## src/rtl/seg_rx_pkg.sv

```systemverilog
package seg_rx_pkg;

  typedef enum logic [2:0] {
    PH_IDLE = 3'd0,
    PH_ADDR = 3'd1,
    PH_CMD  = 3'd2,
    PH_DATA = 3'd3,
    PH_READ = 3'd4,
    PH_SKIP = 3'd5
  } phase_t;

  localparam int BYTE_BITS = 8;

endpackage

```

## src/rtl/seg_bus_sync.sv

```systemverilog
module seg_bus_sync #(
  parameter int STAGES = 2
) (
  input  logic clk,
  input  logic rst,
  input  logic scl_in,
  input  logic sda_in,
  output logic sda_s,
  output logic scl_rise,
  output logic scl_fall,
  output logic start_ev,
  output logic stop_ev
);

  logic [STAGES-1:0] scl_pipe;
  logic [STAGES-1:0] sda_pipe;
  logic              scl_prev;
  logic              sda_prev;
  logic              scl_s;

  // Each line passes its own chain of synchronizer flops.
  generate
    if (STAGES == 1) begin : g_one
      always_ff @(posedge clk) begin
        if (rst) begin
          scl_pipe <= '1;
          sda_pipe <= '1;
        end else begin
          scl_pipe <= scl_in;
          sda_pipe <= sda_in;
        end
      end
    end else begin : g_many
      always_ff @(posedge clk) begin
        if (rst) begin
          scl_pipe <= '1;
          sda_pipe <= '1;
        end else begin
          scl_pipe <= {scl_pipe[STAGES-2:0], scl_in};
          sda_pipe <= {sda_pipe[STAGES-2:0], sda_in};
        end
      end
    end
  endgenerate

  assign scl_s = scl_pipe[STAGES-1];
  assign sda_s = sda_pipe[STAGES-1];

  always_ff @(posedge clk) begin
    if (rst) begin
      scl_prev <= 1'b1;
      sda_prev <= 1'b1;
    end else begin
      scl_prev <= scl_s;
      sda_prev <= sda_s;
    end
  end

  assign scl_rise = scl_s & ~scl_prev;
  assign scl_fall = ~scl_s & scl_prev;
  // A data edge while the clock stays high marks a bus condition.
  assign start_ev = scl_s & scl_prev & sda_prev & ~sda_s;
  assign stop_ev  = scl_s & scl_prev & ~sda_prev & sda_s;

endmodule

```

## src/rtl/seg_cmd_decode.sv

```systemverilog
module seg_cmd_decode
  import seg_rx_pkg::*;
#(
  parameter int         DEPTH      = 35,
  parameter int         AW         = 6,
  parameter logic [6:0] SLAVE_ADDR = 7'b0111110
) (
  input  phase_t          phase,
  input  logic [7:0]      rx_byte,
  input  logic [AW-1:0]   ptr,
  output logic            ack,
  output phase_t          phase_nxt,
  output logic [AW-1:0]   ptr_nxt,
  output logic            wr_req,
  output logic            cmd_req
);

  localparam logic [AW-1:0] LAST = AW'(DEPTH - 1);

  always_comb begin
    ack       = 1'b0;
    phase_nxt = phase;
    ptr_nxt   = ptr;
    wr_req    = 1'b0;
    cmd_req   = 1'b0;
    case (phase)
      PH_ADDR: begin
        if (rx_byte[7:1] == SLAVE_ADDR) begin
          ack       = 1'b1;
          phase_nxt = rx_byte[0] ? PH_READ : PH_CMD;
        end else begin
          phase_nxt = PH_SKIP;
        end
      end
      PH_CMD: begin
        ack       = 1'b1;
        phase_nxt = rx_byte[7] ? PH_CMD : PH_DATA;
        if (rx_byte[6:5] == 2'b00) begin
          ptr_nxt = AW'(rx_byte[4:0]);
        end else begin
          cmd_req = 1'b1;
        end
      end
      PH_DATA: begin
        ack     = 1'b1;
        wr_req  = (ptr <= LAST);
        ptr_nxt = (ptr >= LAST) ? '0 : ptr + 1'b1;
      end
      default: begin
        ack = 1'b0;
      end
    endcase
  end

endmodule

```

## src/rtl/seg_rx_engine.sv

```systemverilog
module seg_rx_engine
  import seg_rx_pkg::*;
#(
  parameter int AW = 6
) (
  input  logic          clk,
  input  logic          rst,
  input  logic          sda_s,
  input  logic          scl_rise,
  input  logic          scl_fall,
  input  logic          start_ev,
  input  logic          stop_ev,
  // decision from the decoder
  input  logic          dec_ack,
  input  phase_t        dec_phase,
  input  logic [AW-1:0] dec_ptr,
  input  logic          dec_wr,
  input  logic          dec_cmd,
  output phase_t        phase,
  output logic [7:0]    rx_byte,
  output logic [AW-1:0] ptr,
  output logic          sda_drive_low,
  output logic          cmd_valid,
  output logic [6:0]    cmd_payload,
  output logic          wr_en,
  output logic [AW-1:0] wr_addr,
  output logic [7:0]    wr_data
);

  logic [3:0] bit_cnt;
  logic       in_ack;
  logic       active;
  logic       byte_done;

  assign active    = (phase == PH_ADDR) || (phase == PH_CMD) ||
                     (phase == PH_DATA) || (phase == PH_READ);
  assign byte_done = (bit_cnt == 4'(BYTE_BITS)) && !in_ack;

  always_ff @(posedge clk) begin
    cmd_valid <= 1'b0;
    wr_en     <= 1'b0;
    if (rst) begin
      phase         <= PH_IDLE;
      bit_cnt       <= '0;
      rx_byte       <= '0;
      in_ack        <= 1'b0;
      ptr           <= '0;
      sda_drive_low <= 1'b0;
      cmd_payload   <= '0;
      wr_addr       <= '0;
      wr_data       <= '0;
    end else if (start_ev) begin
      phase         <= PH_ADDR;
      bit_cnt       <= '0;
      in_ack        <= 1'b0;
      sda_drive_low <= 1'b0;
    end else if (stop_ev) begin
      phase         <= PH_IDLE;
      bit_cnt       <= '0;
      in_ack        <= 1'b0;
      sda_drive_low <= 1'b0;
    end else if (active) begin
      if (scl_rise && bit_cnt < 4'(BYTE_BITS)) begin
        rx_byte <= {rx_byte[6:0], sda_s};
        bit_cnt <= bit_cnt + 4'd1;
      end
      if (scl_fall) begin
        if (in_ack) begin
          // ninth pulse over: release the line and start the next byte
          in_ack        <= 1'b0;
          sda_drive_low <= 1'b0;
          bit_cnt       <= '0;
        end else if (byte_done) begin
          in_ack        <= 1'b1;
          sda_drive_low <= dec_ack;
          phase         <= dec_phase;
          ptr           <= dec_ptr;
          if (dec_wr) begin
            wr_en   <= 1'b1;
            wr_addr <= ptr;
            wr_data <= rx_byte;
          end
          if (dec_cmd) begin
            cmd_valid   <= 1'b1;
            cmd_payload <= rx_byte[6:0];
          end
        end
      end
    end
  end

endmodule

```

## src/rtl/seg_disp_ram.sv

```systemverilog
module seg_disp_ram #(
  parameter int DEPTH = 35,
  parameter int AW    = 6,
  parameter int DW    = 8
) (
  input  logic          clk,
  input  logic          wr_en,
  input  logic [AW-1:0] wr_addr,
  input  logic [DW-1:0] wr_data,
  input  logic [AW-1:0] rd_addr,
  output logic [DW-1:0] rd_data
);

  logic [DW-1:0] mem [DEPTH];

  // Simple dual port, registered read: maps onto block RAM.
  always_ff @(posedge clk) begin
    if (wr_en) begin
      mem[wr_addr] <= wr_data;
    end
    rd_data <= mem[rd_addr];
  end

endmodule

```

## src/rtl/seg_cmd_rx.sv

```systemverilog
module seg_cmd_rx
  import seg_rx_pkg::*;
#(
  parameter int         DEPTH       = 35,
  parameter int         SYNC_STAGES = 2,
  parameter logic [6:0] SLAVE_ADDR  = 7'b0111110,
  parameter int         AW          = $clog2(DEPTH)
) (
  input  logic          clk,
  input  logic          rst,
  input  logic          scl_in,
  input  logic          sda_in,
  output logic          sda_drive_low,
  output logic          cmd_valid,
  output logic [6:0]    cmd_payload,
  input  logic [AW-1:0] rd_addr,
  output logic [7:0]    rd_data
);

  logic          sda_s;
  logic          scl_rise;
  logic          scl_fall;
  logic          start_ev;
  logic          stop_ev;
  phase_t        phase;
  logic [7:0]    rx_byte;
  logic [AW-1:0] ptr;
  logic          dec_ack;
  phase_t        dec_phase;
  logic [AW-1:0] dec_ptr;
  logic          dec_wr;
  logic          dec_cmd;
  logic          wr_en;
  logic [AW-1:0] wr_addr;
  logic [7:0]    wr_data;

  seg_bus_sync #(.STAGES(SYNC_STAGES)) u_sync (
    .clk      (clk),
    .rst      (rst),
    .scl_in   (scl_in),
    .sda_in   (sda_in),
    .sda_s    (sda_s),
    .scl_rise (scl_rise),
    .scl_fall (scl_fall),
    .start_ev (start_ev),
    .stop_ev  (stop_ev)
  );

  seg_cmd_decode #(
    .DEPTH      (DEPTH),
    .AW         (AW),
    .SLAVE_ADDR (SLAVE_ADDR)
  ) u_dec (
    .phase     (phase),
    .rx_byte   (rx_byte),
    .ptr       (ptr),
    .ack       (dec_ack),
    .phase_nxt (dec_phase),
    .ptr_nxt   (dec_ptr),
    .wr_req    (dec_wr),
    .cmd_req   (dec_cmd)
  );

  seg_rx_engine #(.AW(AW)) u_eng (
    .clk           (clk),
    .rst           (rst),
    .sda_s         (sda_s),
    .scl_rise      (scl_rise),
    .scl_fall      (scl_fall),
    .start_ev      (start_ev),
    .stop_ev       (stop_ev),
    .dec_ack       (dec_ack),
    .dec_phase     (dec_phase),
    .dec_ptr       (dec_ptr),
    .dec_wr        (dec_wr),
    .dec_cmd       (dec_cmd),
    .phase         (phase),
    .rx_byte       (rx_byte),
    .ptr           (ptr),
    .sda_drive_low (sda_drive_low),
    .cmd_valid     (cmd_valid),
    .cmd_payload   (cmd_payload),
    .wr_en         (wr_en),
    .wr_addr       (wr_addr),
    .wr_data       (wr_data)
  );

  seg_disp_ram #(.DEPTH(DEPTH), .AW(AW), .DW(8)) u_ram (
    .clk     (clk),
    .wr_en   (wr_en),
    .wr_addr (wr_addr),
    .wr_data (wr_data),
    .rd_addr (rd_addr),
    .rd_data (rd_data)
  );

endmodule

```

## config.mk

```make
export PLATFORM = sky130hd
export DESIGN_NAME = seg_cmd_rx
export DESIGN_NICKNAME = d
export VERILOG_FILES = /design/src/rtl/seg_rx_pkg.sv /design/src/rtl/seg_bus_sync.sv /design/src/rtl/seg_cmd_decode.sv /design/src/rtl/seg_rx_engine.sv /design/src/rtl/seg_disp_ram.sv /design/src/rtl/seg_cmd_rx.sv
export SDC_FILE = /design/constraint.sdc
export NUM_CORES = 1
export LEC_CHECK = 0
export BUFFER_PORTS_ARGS = -buffer_cell sky130_fd_sc_hd__clkbuf_2
export CAP_MARGIN = 5
export CELL_PAD_IN_SITES_DETAIL_PLACEMENT = 1
export CELL_PAD_IN_SITES_GLOBAL_PLACEMENT = 2
export CORE_UTILIZATION = 46
export CTS_BUF_LIST = sky130_fd_sc_hd__clkbuf_16
export DETAILED_ROUTE_END_ITERATION = 6
export GPL_TIMING_DRIVEN = 0
export HOLD_SLACK_MARGIN = 0.06
export PLACE_DENSITY = 0.81
export RECOVER_POWER = 25
export SETUP_SLACK_MARGIN = 0.02
export SLEW_MARGIN = 0
export SYNTH_ARGS = -nofsm -noshare
export SYNTH_HDL_FRONTEND = slang
export SYNTH_HIERARCHICAL = 1
export SYNTH_SLANG_ARGS = --single-unit
export TNS_END_PERCENT = 30
```

## constraint.sdc

```tcl
create_clock -name clk -period 2.72 [get_ports clk]
set_input_delay 0.136 -clock clk [delete_from_list [all_inputs] [get_ports clk]]
set_output_delay 0.136 -clock clk [all_outputs]
set_load 0.02 [all_outputs]
```

Yosys cells after proc, flatten, opt, wreduce, memory -nomap -nowiden
Memories as Yosys holds them, arrays and structs flattened. A register that Yosys moved wholly into a read port is not among the register bits.
Cells that the tools add are included.

operators by class
  equality and inequality tests = 8
  multiplexer cells = 29
  add/subtract/negate cells = 2
  order comparisons = 3
  bitwise logic cells = 17
  reduce and logical (&&, ||, !) cells = 25

operators with widths
  kind                                                             count
  1-bit 2-to-1 mux                                                 19
  7-bit AND reduction                                              2
  4-bit 2-to-1 mux                                                 3
  6-bit 2-to-1 mux                                                 2
  6-bit case mux with 2 select lines                               1
  1-bit NOT                                                        10
  5-bit AND reduction                                              2
  3-bit nonzero test                                               3
  8-bit AND reduction                                              1
  1-bit bitwise AND                                                7
  7-bit by 6-bit == test with 1-bit output, second input constant  1
  7-bit OR reduction                                               1
  6-bit by 1-bit adder with 6-bit output, second input constant    1
  3-bit by 2-bit == test with 1-bit output, second input constant  2
  6-bit >= comparator, second input constant                       1
  6-bit <= comparator, second input constant                       1
  3-bit 2-to-1 mux                                                 2
  3-bit case mux with 2 select lines                               1
  2-bit nonzero test                                               3
  4-bit by 1-bit adder with 4-bit output, second input constant    1
  4-bit == test, second input constant                             1
  4-bit < comparator, second input constant                        1
  4-bit AND reduction                                              1
  4-bit nonzero test                                               1
  13 further kinds                                                 16

storage, ports and cells
  register bits after elaboration = 52
  logic and storage cells = 101
  output and inout port bits = 17
  memories = 1
  bits of input ports = 10
  RAM bits = 280

memories
  name       words  width  read ports  clocked after Yosys merged registers in  wr ports  RTL line            RTL
  u_ram.mem  35     8      1           1                                        1         seg_disp_ram.sv:14  logic [DW-1:0] mem [DEPTH];

Logic depth before layout (Yosys ltp)
Gate-level depths: netlist (run 1).

  word-level depth = 9
  gate-level depth with buffers = 9
  mapped depth without buffers = 8

Hierarchy
Netlist (run 1), hierarchy kept.

modules (own cells, without submodules)
  module          instances  cells each  area an instance (µm²)
  seg_disp_ram    1          642         11444.7
  seg_rx_engine   1          202         1934.4
  seg_cmd_decode  1          58          342.8
  seg_bus_sync    1          16          190.2

Worst setup path after synthesis (run 1)
OpenSTA, ideal clock, no wires.

  path type = register to register
  start = register u_eng.ptr[0]
  end = register u_eng.ptr[3]
  path buffers = 0
  setup slack = 0.698 ns
  arrival = 1.951 ns
  cell stages (with the launch flop) = 9
  cell sequence = dfxtp_1 > inv_1 > ha_1 > or4_4 > o22a_1 > or3_1 > nand3_1 > nand3_1 > a21oi_1

between the ends
  word-level cells in the longest chain between the ends = 3

ends and longest elaborated chain
  what                                                                           RTL line              RTL
  start, declared                                                                seg_rx_engine.sv:21   output logic [AW-1:0] ptr,
  start signal, assigned                                                         seg_rx_engine.sv:77   ptr <= dec_ptr;
  6-bit by 1-bit adder with 6-bit output or 6-bit >= comparator (tied branches)  seg_cmd_decode.sv:47  ptr_nxt = (ptr >= LAST) ? '0 : ptr + 1'b1;
  6-bit 2-to-1 mux (*)                                                           seg_cmd_decode.sv:47
  6-bit case mux with 2 select lines (*)                                         seg_cmd_decode.sv:26  case (phase)
  named net dec_ptr[3]                                                           seg_cmd_rx.sv:30      logic [AW-1:0] dec_ptr;

The timed path passes the listed nets; every way through them passes the cells marked *.
A chain may end at the register's enable or synchronous reset.

Final worst setup path (run 1)
  start = register u_eng.wr_addr[3]
  end = memory u_ram.mem[13][5] (enable)

RTL lines
  what                    RTL line             RTL
  start, declared         seg_rx_engine.sv:26  output logic [AW-1:0] wr_addr,
  start signal, assigned  seg_rx_engine.sv:80  wr_addr <= ptr;
  end, declared           seg_disp_ram.sv:14

Straight into the memory's write port.

==> results.sh, run 1 <==
export IMPL_status="finished, final reports clean"
export IMPL_gp_congestion=0.7845
export IMPL_grt_setup_unrepaired="no"
export IMPL_postCtsHoldBufs=5
export IMPL_clock_fmax_mhz=436.3
export IMPL_final_max_slew_viol_count=0
export IMPL_pre_cts_ws_ns=0.2649
export IMPL_cts_resized=0
export IMPL_synth_avg_cell_area_sq_um=15.15
export IMPL_yosysUniqueCellTypes=52
export IMPL_maxCapViolations=0
export IMPL_grt_usage_pct=22.69
export IMPL_n_fill_cell=2867
export IMPL_cp_arrival_ns=2.43
export IMPL_p_per_area_nw_per_um2=686.4
export IMPL_start_util_pct=46.81
export IMPL_dr_wl_met2_microns=17120
export IMPL_power_mw=10.82
export IMPL_cts_tree="done"
export IMPL_die_w_microns=175.9
export IMPL_met1_length_microns=14720
export IMPL_ys_flop_type="edfxtp_1"
export IMPL_wl_met3_microns=1345
export IMPL_final_nets=1004
export IMPL_ys_warnings_count=6
export IMPL_required_ns=2.86
export IMPL_cts_htree_levels=2
export IMPL_start_kind="flop"
export IMPL_hold_class="in2reg"
export IMPL_wl_per_cell_microns=24.24
export IMPL_worstSetupEndpointType="flop"
export IMPL_rows=63
export IMPL_setup_viol=0
export IMPL_clock_path_buffers=3
export IMPL_crit_chain="or3b_2 > clkbuf_1 > nor2_1"
export IMPL_syn_area_sq_um=13910
export IMPL_synth_edf_count=280
export IMPL_numPortBuffers=24
export IMPL_skew_ns=0.01851
export IMPL_area_delta_synth_final_pct=13.35
export IMPL_crit_family="simple AND/OR/NAND/NOR gates"
export IMPL_antenna_found_initial=0
export IMPL_vias_per_cell=5.774
export IMPL_final_cell_area_sq_um=15770
export IMPL_dr_max_layer_used="met4"
export IMPL_multi_input_area_sq_um=3890
export IMPL_hold_viol_final=0
export IMPL_fp_dieArea_sq_um=30940
export IMPL_grt_pass1_wl_microns=51930
export IMPL_num_antenna_cells=0
export IMPL_synth_seq_cells=340
export IMPL_place_area_sq_um=14580
export IMPL_max_slew_margin_rel_pct=3.943
export IMPL_drt_first_pass_iters=5
export IMPL_numCtsBuffers=36
export IMPL_clock_latency_ns=0.52
export IMPL_setup_tns_ns=0
export IMPL_slowest_delay_ns=0.78
export IMPL_cts_setup_buffers=0
export IMPL_utilization_pct=53.06
export IMPL_drcViolationCount=0
export IMPL_grt_overflow=0
export IMPL_ir_worst_vdd_uv=350.7
export IMPL_layout_setup_ws_ns=0.4277
export IMPL_seq_area_sq_um=9610
export IMPL_p_leak_nw=5.602
export IMPL_seq_area_frac_synth_pct=69.07
export IMPL_ioPinCount=27
export IMPL_crit_fanout=8
export IMPL_drt_initial_drc_count=626
export IMPL_grt_pass1_vias=8604
export IMPL_finalCritPeriodShare_pct=84.27
export IMPL_tightest_slew_ns=1.439
export IMPL_core_area_sq_um=29720
export IMPL_clk_pin_slew_ns=0.06
export IMPL_die_h_microns=175.9
export IMPL_async_flop_share_pct=0
export IMPL_routed_wl_microns=34060
export IMPL_syn_inst=918
export IMPL_clkSinkCount=340
export IMPL_synthesis_nets=932
export IMPL_period_minus_slack_ns=2.292
export IMPL_crit_type="reg2reg"
export IMPL_crit_buf_inv=1
export IMPL_hpwl_microns=22400
export IMPL_grt_max_degree=37
export IMPL_root_buffer="clkbuf_16"
export IMPL_ant_nets=0
export IMPL_drive_gt1_share_pct=11.72
export IMPL_crit_slowest_cell="nor2_1"
export IMPL_num_vias=8113
-- path summary, 6_finish.rpt --
check	start	end	slack (ns)	cells after the start
min reg2reg	u_sync/scl_pipe[0]	u_sync/scl_pipe[1]	0.41	1
max reg2reg	u_eng/wr_addr[3]	u_ram/mem[13][5]	0.43	3
min	rd_addr[1]	u_ram/rd_data[2]	0.16	6
max	u_eng/wr_addr[3]	u_ram/mem[13][5]	0.43	3
-- state kept, by name (all words and copies together), names as in the netlist --
register and count:
u_sync/scl_pipe 2, u_sync/scl_prev 1, u_eng/wr_en 1, u_eng/rx_byte 8
u_sync/sda_prev 1, u_eng/wr_data 8, u_eng/wr_addr 6, u_ram/mem 280
u_sync/sda_pipe 2, u_eng/in_ack 1, u_eng/bit_cnt 4, u_eng/phase 3
u_eng/cmd_payload 7, u_eng/sda_drive_low 1, u_eng/cmd_valid 1, u_ram/rd_data 8
u_eng/ptr 6
-- placed cells by master, fill, tap and decap left out, types with 4 or more instances in the layout --
master and count:
a221oi_1 5, clkbuf_1 38, nand2_1 31, nand3b_1 5, bufinv_16 5, a22o_1 16, a22oi_1 37, o22ai_1 9
nand3_1 16, o41ai_2 8, clkinv_1 7, buf_12 4, a21oi_1 37, mux2i_1 158, buf_1 4, edfxtp_1 280
dlygate4sd3_1 5, nor2_1 51, and3_1 4, o21ai_0 25, dfxtp_1 59, buf_6 9, a221oi_2 11, clkbuf_2 8
o31ai_1 7, nor2b_1 8, ha_1 4, buf_4 6, or3_1 5, inv_1 18, clkbuf_16 37, nor3_1 4
nand2b_1 27, clkinv_2 5, or2_1 6, nand4_1 10, buf_2 12
-- final cells by class --
type                    count  share of cell area, %
plain buffers              54                  2.380
repair buffers             34                  1.277
clock inverters            26                  1.523
inverters                  10                 0.2380
clock buffers              37                  5.872
flip-flops and latches    340                  60.95
well taps                 390                  3.094
multi-input cells         514                  24.67
-- Yosys cell counts (all sizes together) (2+ instances only) --
cell    instances  area share [%]
nand2          31            0.84
or3b            2            0.13
inv            10            0.27
xnor2           2            0.13
a22oi          37             2.0
a21oi          37             1.3
a221oi         16             1.5
nor2b           8            0.36
buf            35             2.2
nor3            4            0.14
ha              4            0.36
o21ai          27            0.97
nand4b          2            0.13
or2             8            0.36
o31ai           7            0.38
nand3b          5            0.27
or3             5            0.22
clkbuf         19            0.53
and4b           2            0.14
nor2           51             1.4
nand2b         27             1.2
a31oi           2           0.090
nand4          12            0.63
a22o           16             1.0
and4            3            0.21
and3            4            0.18
dfxtp          60             8.6
nand3          16            0.58
edfxtp        280              60
o22ai           9            0.40
o22a            2            0.13
mux2i         158              11
o41ai           8            0.94
-- through the flow --
stage,hold WS [ns],instances
5_1_grt,0.1786,1405
3_3_place_gp,0.3145,1332
3_5_place_dp,0.3189,1334
6_report,0.1560,1405
2_1_floorplan,0.2331,918
4_1_cts,0.1366,1402
-- per-layer routing --
| metal | vias to the layer above | track usage (%) |
|---|---|---|
| met5 | - | 0 |
| met4 | 0 | 7.065 |
| met3 | 65 | 2.965 |
| met2 | 168 | 39.18 |
| met1 | 4167 | 29.67 |
| li1 | 3713 | - |
-- worst min-delay path, cell delays in order --
cell and delay, ns:
clkbuf_2 0.12, buf_6 0.15, nand2_1 0.05, o21ai_0 0.07, nand2_1 0.07, o41ai_2 0.05
-- where the power goes --
| part | switching [mW] | internal, mW | leakage [nW] |
|---|---|---|---|
| sequential | 0.00631 | 5.57 | 3.09 |
| combinational | 0.253 | 0.152 | 1.91 |
| clock | 1.91 | 2.93 | 0.604 |
| total | 2.17 | 8.65 | 5.60 |
-- cell families (layout without fill, tap and decap cells) --
| group | Yosys count | in the layout | share of synthesized area (%) |
|---|---|---|---|
| fa+ha+maj | 4 | 4 | 0.3598 |
| xor+xnor | 2 | 2 | 0.1259 |
| simple gates | 186 | 186 | 7.186 |
| flops | 340 | 340 | 69.07 |
| buf+inv | 64 | 161 | 2.968 |
| mux | 158 | 158 | 11.37 |
| compound gates | 164 | 164 | 8.922 |
No activity file was read; power rests on OpenSTA's default activity.
==> inputs of run 2 (changes only) <==
- CORE_UTILIZATION: 46 -> 42
- PLACE_DENSITY: 0.81 -> 0.78
- clock period: 2.72 -> 1.85 ns (I/O delays scaled with it)
==> run 2 against run 1 <==
The flow now finishes with violations (setup timing). Non-clock buffer count grew 22. Power up 43%. Global-route usage fell by 1.8 points. Core utilization decreased by 2.4 points. Sequential cell count unchanged. Sequential share of layout area is 2.5 points lower. First-iteration DRC count down 16%. Routed wire length grew 4.3%. Clock power is 39% higher. Die area up 9.4%. Largest cell class unchanged.
==> results.sh, run 2 (synthesis gave the netlist of run 1 again) <==
export IMPL_fin_hold_ws_ns=0.09895
export IMPL_drt_first_pass_iters=4
export IMPL_worst_r2r_path_depth=8
export IMPL_n_fill_cell=3178
export IMPL_period_minus_slack_ns=1.969
export IMPL_pwr_share_clk_pct=43.5
export IMPL_top_register="u_ram/mem"
export IMPL_p_int_mw=12.19
export IMPL_tightest_slew_ns=1.301
export IMPL_p_per_area_nw_per_um2=937.2
export IMPL_numPortBuffers=24
export IMPL_skew_ns=0.01121
export IMPL_wl_per_cell_microns=23.97
export IMPL_clock_fmax_mhz=507.9
export IMPL_cts_htree_levels=2
export IMPL_seq_area_sq_um=9632
export IMPL_routed_wl_microns=35520
export IMPL_combinationalPowerShare_pct=3.5
export IMPL_grt_setup_unrepaired="yes"
export IMPL_final_max_slew_viol_count=0
export IMPL_dp_cells=1384
export IMPL_layout_commonest_cell="edfxtp_1"
export IMPL_numCtsBuffers=38
export IMPL_grt_overflow=0
export IMPL_crit_fanout=5
export IMPL_largest_reg_flops=280
export IMPL_drt_initial_drc_count=525
export IMPL_hpwl_microns=21930
export IMPL_die_h_microns=184
export IMPL_start_util_pct=42.76
export IMPL_hold_viol_final=0
export IMPL_p_sw_share_pct=21.10
export IMPL_stdcell_count=1482
export IMPL_grt_pass1_vias=8426
export IMPL_clock_path_buffers=3
export IMPL_drcViolationCount=0
export IMPL_hold_depth=6
export IMPL_cp_arrival_ns=2.41
export IMPL_maxCapViolations=0
export IMPL_num_vias=8236
export IMPL_hold_class="in2reg"
export IMPL_ant_nets=0
export IMPL_clk_pin_slew_ns=0.06
export IMPL_p_sw_mw=3.261
export IMPL_vias_per_cell=5.557
export IMPL_grt_max_degree=37
export IMPL_root_buffer="clkbuf_16"
export IMPL_pre_cts_ws_ns=-0.5954
export IMPL_wl_met3_microns=1420
export IMPL_core_area_sq_um=32540
export IMPL_clock_latency_ns=0.52
export IMPL_power_mw=15.46
export IMPL_seq_power_share_pct=53.0
export IMPL_required_ns=2.29
export IMPL_drive_gt1_share_pct=21.54
export IMPL_layout_setup_ws_ns=-0.1190
export IMPL_gp_congestion=0.8196
export IMPL_final_nets=1028
export IMPL_setup_viol=32
export IMPL_dr_max_layer_used="met4"
export IMPL_max_slew_margin_rel_pct=13.14
export IMPL_ir_worst_vdd_uv=574.1
export IMPL_multi_input_area_sq_um=4260
export IMPL_rows=66
export IMPL_setup_tns_ns=-1.118
export IMPL_finalCritPeriodShare_pct=106.4
export IMPL_p_leak_nw=5.421
export IMPL_fp_dieArea_sq_um=33860
export IMPL_crit_type="reg2reg"
export IMPL_start_kind="flop"
export IMPL_layout_common_cells="280 x edfxtp_1, 158 x mux2i_1, 46 x dfxtp_1"
export IMPL_ioPinCount=27
export IMPL_cts_tree="done"
export IMPL_antenna_found_initial=0
export IMPL_met1_length_microns=15300
export IMPL_die_w_microns=184
export IMPL_grt_pass1_wl_microns=52140
export IMPL_reg2reg_slack_ns=-0.12
export IMPL_area_delta_synth_final_pct=18.54
export IMPL_dr_wl_met2_microns=17760
export IMPL_violations="setup timing"
export IMPL_status="finished with violations"
export IMPL_num_antenna_cells=0
export IMPL_worstSetupEndpointType="flop"
export IMPL_clkSinkCount=340
export IMPL_grt_usage_pct=20.93
## run 2: power by group through the flow
stage	clock network, mW	registers (mW)	logic [mW]
6_report	6.72	8.19	0.546
5_1_grt	7.13	8.19	0.576
4_1_cts	6.87	8.19	0.545
3_5_place_dp	0	8.35	0.531
3_3_place_gp	0	8.35	0.526
2_1_floorplan	0	8.37	0.340
## run 2: worst paths after layout
| path | start | to |
|---|---|---|
| worst min register to register | u_sync/scl_pipe[0] | u_sync/scl_pipe[1] |
| worst min-delay path | rd_addr[1] | u_ram/rd_data[4] |
| worst max register to register | u_eng/ptr[0] | u_eng/ptr[3] |
| worst max-delay path | u_eng/ptr[0] | u_eng/ptr[3] |
## run 2: cell type report
type | instances | area share, %
inverters | 10 | 0.2656
well taps | 442 | 3.354
flip-flops and latches | 340 | 58.41
clock buffers | 39 | 5.918
multi-input cells | 514 | 25.83
repair buffers | 58 | 2.929
plain buffers | 52 | 2.481
clock inverters | 27 | 0.8118
## run 2: metrics by stage
step           util, %  instance area, sq um
2_1_floorplan        -                 13930
3_3_place_gp     44.88                 14600
3_5_place_dp     44.88                 14600
4_1_cts          49.51                 16110
5_1_grt          50.68                 16490
6_report         50.68                 16490
## run 2: timing repair
item / 4_1_cts / 5_1_grt
endpoints found under the hold margin: 6 / 0
gates resized for setup: 68 / 65
pin swaps: 10 / 14
hold buffers: 5 / 0
setup buffers: 10 / 16
endpoints found under the setup margin: 298 / 261
## run 2: routing by layer
layer / up-vias / GRT usage [%]
met5: - / 0
met4: 0 / 7.433
met3: 60 / 2.971
met2: 175 / 35.52
met1: 4224 / 27.35
li1: 3777 / -
## run 2: worst max-delay path, stage by stage (launching register included)
cell and delay [ns]:
dfxtp_4 0.38, inv_4 0.04, ha_4 0.15, or4_4 0.42, o22a_1 0.26, or3_1 0.35, nand3_1 0.07, nand3_1 0.08
a21oi_1 0.14
==> inputs of run 3 (changes only) <==
- CELL_PAD_IN_SITES_GLOBAL_PLACEMENT: 2 -> 1
- CORE_UTILIZATION: 42 -> 48
==> run 3 against run 2 <==
The run still ends with setup timing left. Combinational power is 1% lower. Clock skew increased by 0.0098 ns. Sequential power is essentially flat. Core utilization is 7.2 points higher. Register-to-register slack worse by 0.03 ns. Power is 0.62% lower. Fmax is 1.7% lower. Non-clock buffer count is 6 lower.
==> results.sh, run 3 (synthesis gave the netlist of run 1 again) <==
export IMPL_p_per_area_nw_per_um2=941.7
export IMPL_status="finished with violations"
export IMPL_utilization_pct=57.92
export IMPL_clock_latency_ns=0.52
export IMPL_start_util_pct=49.40
export IMPL_max_slew_margin_rel_pct=19.63
export IMPL_die_w_microns=172.2
export IMPL_drt_first_pass_iters=5
export IMPL_required_ns=2.00
export IMPL_hpwl_microns=22880
export IMPL_crit_slowest_cell="nor2_2"
export IMPL_cts_htree_levels=2
export IMPL_routed_wl_microns=35980
export IMPL_ir_worst_vdd_uv=686.4
export IMPL_ioPinCount=27
export IMPL_gp_congestion=0.8394
export IMPL_layout_commonest_cell="edfxtp_1"
export IMPL_crit_chain="nor2b_1 > nand3_1 > nor2_2"
export IMPL_numCtsBuffers=36
export IMPL_drive_gt1_share_pct=20.41
export IMPL_die_h_microns=172.2
export IMPL_clk_pin_slew_ns=0.06
export IMPL_fp_dieArea_sq_um=29670
export IMPL_area_delta_synth_final_pct=17.25
export IMPL_clock_fmax_mhz=499.0
export IMPL_worstHoldStart="rd_addr[1]"
export IMPL_ant_nets=0
export IMPL_drcViolationCount=0
export IMPL_drt_initial_drc_count=657
export IMPL_crit_start="u_eng/wr_en"
export IMPL_final_nets=1020
export IMPL_multi_input_area_sq_um=4235
export IMPL_grt_setup_unrepaired="yes"
export IMPL_grt_overflow=0
export IMPL_crit_type="reg2reg"
export IMPL_p_leak_nw=5.378
export IMPL_core_area_sq_um=28160
export IMPL_numPortBuffers=24
export IMPL_n_fill_cell=2604
export IMPL_grt_pass1_wl_microns=52320
export IMPL_finalCritPeriodShare_pct=108.3
export IMPL_largest_reg_flops=280
export IMPL_seq_area_sq_um=9628
export IMPL_hold_class="in2reg"
export IMPL_layout_common_cells="280 x edfxtp_1, 158 x mux2i_1, 49 x dfxtp_1"
export IMPL_grt_pass1_vias=8725
export IMPL_num_vias=8477
export IMPL_crit_buf_inv=0
export IMPL_period_minus_slack_ns=2.004
export IMPL_hold_viol_final=0
export IMPL_power_mw=15.36
export IMPL_final_max_slew_viol_count=0
export IMPL_rows=61
export IMPL_top_register="u_ram/mem"
export IMPL_crit_family="simple AND/OR/NAND/NOR gates"
export IMPL_start_kind="flop"
export IMPL_slowest_delay_ns=0.55
export IMPL_vias_per_cell=6.004
export IMPL_r2r_start="u_eng/wr_en"
export IMPL_cts_tree="done"
export IMPL_maxCapViolations=0
export IMPL_violations="setup timing"
export IMPL_clock_path_buffers=3
export IMPL_tightest_slew_ns=1.204
export IMPL_worstSetupEndpointType="flop"
export IMPL_clkSinkCount=340
export IMPL_wl_per_cell_microns=25.48
export IMPL_antenna_found_initial=2
export IMPL_setup_viol=162
export IMPL_layout_setup_ws_ns=-0.1538
export IMPL_crit_fanout=8
export IMPL_num_antenna_cells=0
export IMPL_grt_max_degree=37
export IMPL_cp_arrival_ns=2.16
export IMPL_grt_usage_pct=24.40
export IMPL_skew_ns=0.02104
export IMPL_root_buffer="clkbuf_16"
[run 3: final timing paths]
path                        endpoint  slack, ns  cells past startpoint
setup / recovery    u_ram/mem[27][5]      -0.15                      3
hold / removal      u_ram/rd_data[0]       0.12                      6
setup reg to reg    u_ram/mem[27][5]      -0.15                      3
hold reg to reg   u_sync/scl_pipe[1]       0.41                      1
[run 3: metrics by stage]
stage	setup TNS (ns)	area [sq um]	worst slack, ns	cells	hold slack, ns
after floorplan	0	13930	0.001149	918	0.1896
after global placement	-34.11	14520	-0.3823	1320	0.2685
after detailed placement	-58.62	14630	-0.3997	1324	0.2781
after CTS	-16.43	16050	-0.1802	1401	0.1080
after global routing	-20.32	16310	-0.2465	1412	0.1430
final	-12.53	16310	-0.1538	1412	0.1151
[run 3: what timing repair did]
action	CTS	global route
hold buffers	5	0
setup endpoints to repair	293	304
endpoints found under the hold margin	6	0
setup buffers	7	11
pin swaps	5	14
resized for setup	61	61
[run 3: area by class of cell]
class	instances	area share, %
sequential	340	59.02
clock inverter	29	0.9741
inverter	10	0.2685
clock buffer	37	5.676
timing repair buffer	53	2.823
tap	378	2.899
multi-input combinational	514	25.96
buffer	51	2.370
[run 3: routing by layer]
metal / GRT usage [%] / up-vias / wire length, microns
met5: 0 / - / 0
met4: 8.426 / 0 / 1056
met3: 4.372 / 80 / 2164
met2: 41.74 / 285 / 18180
met1: 31.18 / 4372 / 14580
li1: - / 3740 / -
[run 3: where the power goes]
part           total [mW]  leakage (nW)  internal, mW  switching [mW]
Clock                6.63         0.571          3.77            2.86
Sequential           8.19          2.69          8.18         0.00923
Combinational       0.539          2.12         0.200           0.339
Total                15.4          5.38          12.2            3.21
[run 3: worst min-delay path, stage by stage]
cell      delay [ns]
clkbuf_2        0.10
buf_6           0.15
nand2_1         0.06
o21ai_0         0.06
nand2_1         0.06
o41ai_2         0.06
